--- src/rtl/ring_fifo_irq.sv ---
module ring_fifo_irq #(
  parameter int DW = 16,
  parameter int PW = 3
) (
  input  logic          clk,
  input  logic          rst_n,
  input  logic          wr_en,
  input  logic [DW-1:0] wr_data,
  input  logic          rd_en,
  input  logic [PW-1:0] thresh,
  output logic [DW-1:0] rd_data,
  output logic          full,
  output logic          empty,
  output logic          ready,
  output logic          irq,
  output logic [PW-1:0] level
);
  localparam int N = 1 << PW;
  localparam logic [PW-1:0] ONE = PW'(1);
  localparam logic [PW-1:0] TOP = {PW{1'b1}};

  logic [DW-1:0] mem [N];
  logic [PW-1:0] wp, rp;
  logic          take_wr, take_rd;

  assign level   = wp - rp;
  assign empty   = (level == ONE);
  assign full    = (level == TOP);
  assign ready   = (level > thresh);
  assign take_wr = wr_en && !full;
  assign take_rd = rd_en && !empty;

  always_ff @(posedge clk) begin
    if (take_wr) mem[wp] <= wr_data;
  end

  always_ff @(posedge clk or negedge rst_n) begin
    if (!rst_n) begin
      wp      <= '0;
      rp      <= TOP;
      rd_data <= '0;
      irq     <= 1'b0;
    end else begin
      if (take_wr) wp <= wp + ONE;
      if (take_rd) begin
        rp      <= rp + ONE;
        rd_data <= mem[rp + ONE];
      end
      irq <= take_wr && !take_rd && (level == thresh) && (thresh != TOP);
    end
  end
endmodule


--- config.mk ---
export PLATFORM = sky130hd
export DESIGN_NAME = ring_fifo_irq
export DESIGN_NICKNAME = d
export VERILOG_FILES = /design/src/rtl/ring_fifo_irq.sv
export SDC_FILE = /design/constraint.sdc
export NUM_CORES = 1
export LEC_CHECK = 0
export BUFFER_PORTS_ARGS = -buffer_cell sky130_fd_sc_hd__clkbuf_2
export CAP_MARGIN = 20
export CORE_UTILIZATION = 57
export CTS_CLUSTER_SIZE = 30
export DETAILED_ROUTE_END_ITERATION = 10
export PLACE_DENSITY = 0.76
export SLEW_MARGIN = 25
export SYNTH_ARGS = -nofsm -noshare
export SYNTH_HDL_FRONTEND = slang
export SYNTH_SLANG_ARGS = --single-unit
export TNS_END_PERCENT = 10
--- constraint.sdc ---
create_clock -name clk -period 4 [get_ports clk]
set_input_delay 0.4 -clock clk [delete_from_list [all_inputs] [get_ports clk]]
set_output_delay 0.4 -clock clk [all_outputs]
set_load 0.02 [all_outputs]
==> results of run 1 <==
==> report_power, final <==
part	switching (mW)	internal (mW)	total [mW]
clock	0.600	1.03	1.63
sequential	0.143	2.09	2.24
combinational	1.51	0.910	2.42
==> per-layer routing <==
metal	GRT usage, %	vias to the layer above	wire (um)	part of all wire [%]
li1	-	1506	-	-
met1	29.42	1682	5021	43
met2	39.07	94	6037	51
met3	6.301	20	519	4.4
met4	10.06	0	233	2.0
met5	0	-	0	0
==> registers in the layout, summed over array words and instances, names as in the netlist <==
name     cells
rp           3
rd_data     16
mem        128
irq          1
wp           3
==> stage by stage <==
step	setup slack (ns)	cells	hold slack (ns)	cell area [sq um]
after CTS	1.017	566	0.1472	7058
after global placement	1.197	533	0.4620	6436
after floorplan	0.9430	355	0.1044	6003
after detailed placement	1.031	533	0.4657	6436
final	1.021	566	0.1628	7058
after global routing	0.8097	566	0.1465	7058
==> worst paths after layout <==
kind | end | startpoint | cells after the start | slack, ns
max | mem[4][0]$_DFFE_PP_ | wp[0]$_DFFE_PN0P_ | 7 | 1.02
min | mem[7][10]$_DFFE_PP_ | wr_data[10] | 1 | 0.16
max reg2reg | mem[4][0]$_DFFE_PP_ | wp[0]$_DFFE_PN0P_ | 7 | 1.02
min reg2reg | rd_data[5]$_DFFE_PN0P_ | rd_data[5]$_DFFE_PN0P_ | 2 | 0.47
max in group asynchronous | rd_data[1]$_DFFE_PN0P_ | rst_n | 2 | 3.06
min in group asynchronous | rd_data[3]$_DFFE_PN0P_ | rst_n | 2 | 0.47
==> cell type report <==
type | instances | share of cell area, %
inverters | 7 | 0.3723
flip-flops and latches | 151 | 62.67
repair buffers | 60 | 4.822
well taps | 136 | 2.411
clock buffers | 19 | 6.116
multi-input cells | 180 | 21.06
clock inverters | 13 | 2.553
==> cells by family (layout without fill, tap and decap cells) <==
logic type | count (synthesis) | count (layout) | synth area share (%)
xor gates and xnor gates | 8 | 8 | 1.438
buffers and inverters | 24 | 99 | 1.730
adders and majority gates | 5 | 5 | 1.167
muxes | 66 | 66 | 12.38
and+or+nand+nor | 47 | 47 | 3.439
DFF | 151 | 151 | 73.68
AOI/OAI and AO/OA | 54 | 54 | 6.169
==> cell usage in the layout, fill, tap and decap left out, types with 7 or more instances in the layout <==
cell       netlist  final
clkbuf_2         0     45
mux2_2          66     66
o31ai_1         16     16
nand2_1         26     26
edfxtp_1       128    128
dfrtp_1         20     20
clkbuf_16        0     16
buf_4            1     14
nor2_1          10     10
o22ai_1         32     32
inv_1            7      7
==> timing repair <==
action | CTS | global route
hold buffers | 1 | 0
setup buffers | 0 | 0
hold endpoints to repair | 20 | 0
==> metrics, run 1 <==
initial antenna violation count 0; register bit total from synthesis 151; PostCTS Resize Cnt 0; Slew HR 33.49%; number of diodes 0; # fillers between 700 and 800; ordered cell list for the critical path inv_1 > ha_1 > fa_1 > xor2_1 > o311ai_0 > nor3_2 > buf_4; FMAX 0.3357 GHz; cell count after synthesis 355; chip height 104.6 um; RSZ-0062 raised after global routing no; ys async rst share 15.23%; DRC 0; Routed WL approximately 12 mm; Worst setup EP type flop; Setup CP Type flop to flop; Detail Route Antenna Nets 0; clk buf depth 2; max cap viols 0; Die W 104.6 um; I/O pins 46; Critical Path AT about 3.2 ns; CTS tree built; Worst-Skew Late Latency 0.52 ns; area fraction of the dominant cell type after synthesis 64.03%; Via density ~5.8; grt total ovfl 0; H-tree depth 4; Root Driver clkbuf_8; Syn Nets 383; DP Wirelength roughly 6.7 mm; WL per Instance between 20 and 25 um; Max Slew Vio Count 0; Starting Density 58.41%; CP Max Fanout 9; vias around 3300; Top delay family on crit path simple AND/OR/NAND/NOR gates; ys flop type edfxtp_1; Largest stage delay, worst path 0.68 ns; GPL Wtd Cong around 0.84; clock-pin slew on the worst setup and hold paths ~0.06 ns; leakage power about 2.6 nW; sequential fraction of the synthesis area 73.68%; Least-Margin Pin Slew 0.9976 ns; total power 6.279 mW; Worst Hold Class primary input to flop; final worst path period need 2.979 ns; Startpoint Class flop; Final Util 68.68%; nets@finish ~450; Clock Sinks 151; Die Area 10950 sq um; most instantiated library cell after synthesis edfxtp_1; Critical Path RT 4.22 ns; final hold vios 0; Synth cell types 27; # port buffers 45; Core Area 10280 sq um; status finished clean; Seq. cell area 4423 sq um; final setup TNS 0 ns; Starting DRT DRC Count around 240; proportion of layout cells with a drive suffix above 1 38.14%; Setup violations, final 0; clock skew 0.006103 ns; top cells by count, synth edfxtp_1 (128), mux2_2 (66), o22ai_1 (32), nand2_1 (26), dfrtp_1 (20); Synth area leaders edfxtp_1 (64%), mux2_2 (12%), dfrtp_1 (8.3%), o22ai_1 (3.3%), o31ai_1 (2.0%); number of global-route vias before repair 3487; area of the multi-input gates 1486 sq um; Num CTS Buffers 17; Worst IR Drop VDD 0.4405 mV; Yosys top cell by area edfxtp_1; total track usage a little under a quarter; slowest CP cell nor3_2; Crit path buffers/inverters 2; Mapped Area between 6000 and 7000 sq um; largest net degree at the start of global routing 66; Post-synth EDFFs 128; PD cells 889.7 nW/um^2; row count 37; fin crit share 74.48%; number of synthesis warnings 0; synthesis-to-layout area growth 17.57%; syn avg cell area 16.91 sq um; DRT Pass-1 Iters 5; first-pass GRT wire length about 19 mm
(Power assumes the default switching activity.)
==> run 2: changes to the inputs <==
--- a/config.mk
+++ b/config.mk
@@ -7,10 +7,10 @@
 export LEC_CHECK = 0
 export BUFFER_PORTS_ARGS = -buffer_cell sky130_fd_sc_hd__clkbuf_2
 export CAP_MARGIN = 20
-export CORE_UTILIZATION = 57
+export CORE_UTILIZATION = 53
 export CTS_CLUSTER_SIZE = 30
 export DETAILED_ROUTE_END_ITERATION = 10
-export PLACE_DENSITY = 0.76
+export PLACE_DENSITY = 0.74
 export SLEW_MARGIN = 25
 export SYNTH_ARGS = -nofsm -noshare
 export SYNTH_HDL_FRONTEND = slang
==> constraint.sdc (replaced) <==
create_clock -name clk -period 2.66 [get_ports clk]
set_input_delay 0.266 -clock clk [delete_from_list [all_inputs] [get_ports clk]]
set_output_delay 0.266 -clock clk [all_outputs]
set_load 0.02 [all_outputs]
==> run 2 against run 1 <==
Count of clock-buffer cells in the layout unchanged; register-to-register slack worse by 0.65 ns; global-route usage down 1.7 points; first-iteration DRC count down 13%; sequential cell count unchanged; combinational power up 51%; via count down 2.5%; hold slack worse by 0.039 ns; utilization down 3.7 points; clock skew up 0.0065 ns; largest power group unchanged; highest routed layer unchanged.
==> metrics, run 2 (synthesis results as in run 1) <==
leakage power 2.576 nW (+0.87%); I/O pins 46 (unchanged); number of global-route vias before repair 3341 (-4.2%); total track usage 21.92% (-1.7 points); most common cell after layout, fill and taps aside edfxtp_1; grt met2 use 36.71% (-2.4 points); Top reg by flops mem; fin crit share 95.14%; WL per Instance 19.75 um (-5.4%); DRT Pass-1 Iters 4 (-1); Worst IR Drop VDD 0.8023 mV (+82%); # port buffers 45 (unchanged); Least-Margin Pin Slew 0.8917 ns (-0.1059 ns); final worst path period need between 2 and 3 ns; Crit path buffers/inverters 2 (unchanged); proportion of layout cells with a drive suffix above 1 37.96% (-0.18 points); chip height 108.4 um (+3.6%); Critical Path RT 2.39 ns (-1.83 ns); clock skew 0.01259 ns (+0.006488 ns); Final Util 64.98% (-3.7 points); top flop regs mem: 128 flops, rd_data: 16 flops; Setup CP Type flop to output pin; Worst-Skew Late Latency 0.41 ns (-0.11 ns); CTS tree built; Root Driver clkbuf_16; Core Area 10940 sq um (+6.4%); RSZ-0062 raised after global routing no; final hold vios 0 (unchanged); FMAX 0.3951 GHz; GPL Wtd Cong 0.8036 (-3.8%); Slew HR 40.55% (+7.1 points); max reg flops 128 (unchanged); GR Layer Usage met3 6.088% (-0.21 points); Seq. cell area 4423 sq um (unchanged); clk buf depth 2 (unchanged); H-tree depth 4 (unchanged); Die W 108.4 um (+3.6%); slowest CP cell fa_1; Max Slew Vio Count 0 (unchanged); status finished clean; Starting DRT DRC Count 211 (-13%); initial antenna violation count 0 (unchanged); ordered cell list for the critical path inv_1 > fa_1 > xor3_2 > nor2_1 > o21ai_0 > clkbuf_2; Die Area 11760 sq um (+7.4%); row count 38 (+2.7%); max cap viols 0 (unchanged); clock-pin slew on the worst setup and hold paths 0.06 ns (about the same); largest net degree at the start of global routing 66 (unchanged); first-pass GRT wire length 18.14 mm (-2.5%); number of diodes 0 (unchanged); grt met1 use 27.33% (-2.1 points); Largest stage delay, worst path 0.47 ns (-0.21 ns); grt total ovfl 0 (unchanged); # fillers 780 (+10%); Setup violations, final 0 (unchanged); area of the multi-input gates 1491 sq um (+0.34%); nets@finish 447 (+0.45%); Routed WL 11.30 mm (-4.4%); setup bufs post-CTS 0 (unchanged); GR peak layer met2; Startpoint Class flop; Top delay family on crit path adder cells; Num CTS Buffers 17 (unchanged); Starting Density 54.90% (-3.5 points); CP Max Fanout 7 (-2); Clock Sinks 151 (unchanged); DRC 0 (unchanged); Hold Slack 0.1233 ns (-0.03947 ns); vias 3221 (-2.5%); Worst setup EP type output pin; PD cells 1341 nW/um^2 (+51%); DP Wirelength 6.932 mm (+3.1%); Detail Route Antenna Nets 0 (unchanged); Via density 5.631 (-3.5%); synthesis-to-layout area growth 18.36%; total power 9.527 mW (+52%); Worst Hold Class primary input to flop; commonest cells after routing, fill and taps aside edfxtp_1 (128), mux2_2 (66), clkbuf_2 (45); Critical Path AT 2.26 ns (-0.94 ns)
-- run 2: cell count changes in the layout (fill, tap and decap cells not counted), sizes merged --
cell      change
buf           +2
clkinvlp      -2
bufinv        +1
inv           +1
-- run 2: area by class of cell --
| type | instances | share of cell area (%) |
|---|---|---|
| flip-flops and latches | 151 | 62.25 |
| multi-input cells | 180 | 20.99 |
| clock buffers | 19 | 6.093 |
| repair buffers | 62 | 5.001 |
| clock inverters | 13 | 2.835 |
| well taps | 140 | 2.465 |
| inverters | 7 | 0.3698 |
-- run 2: worst paths after layout --
path	from	end	slack (ns)	cells past startpoint
setup / recovery	wp[1]$_DFFE_PN0P_	ready	0.13	6
hold / removal	wr_data[13]	mem[1][13]$_DFFE_PP_	0.12	1
setup reg to reg	wp[1]$_DFFE_PN0P_	rd_data[7]$_DFFE_PN0P_	0.37	7
hold reg to reg	rd_data[15]$_DFFE_PN0P_	rd_data[15]$_DFFE_PN0P_	0.48	2
max in group asynchronous	rst_n	rd_data[8]$_DFFE_PN0P_	1.72	2
min in group asynchronous	rst_n	rd_data[15]$_DFFE_PN0P_	0.46	2
-- run 2: worst reg2reg max path, delay by kind of cell, from the launching register on --
family | cells | cell delay, ns
xor gates and xnor gates | 1 | 0.32
buffers and inverters | 2 | 0.43
and+or+nand+nor | 1 | 0.12
AOI/OAI and AO/OA | 2 | 0.36
DFF | 1 | 0.46
adders and majority gates | 1 | 0.47
-- run 2: report_power, final --
group	leakage, nW	internal, mW	switching, mW
sequential	1.43	3.15	0.188
combinational	0.836	1.39	2.25
clock	0.306	1.66	0.887
-- run 2: repair_timing --
action | CTS | global route
hold endpoints to repair | 20 | 0
endpoints found under the setup margin | 0 | 1
hold buffers | 1 | 0
resized for setup | 0 | 1
-- run 2: metal layers --
metal,wire length (um),up-vias,part of all wire (%)
met1,4902,1604,43
met2,5743,86,51
li1,-,1515,-
met4,172,0,1.5
met5,0,-,0
met3,480,16,4.2
-- run 2: metrics by stage --
stage,area (sq um),setup WS (ns),cells,TNS (ns)
after CTS,7101,0.1116,572,0
after global routing,7106,0.01264,572,0
final,7106,0.1293,572,0
after floorplan,6008,-0.3631,355,-5.809
after global placement,6456,0.4410,539,0
after detailed placement,6456,0.4287,539,0
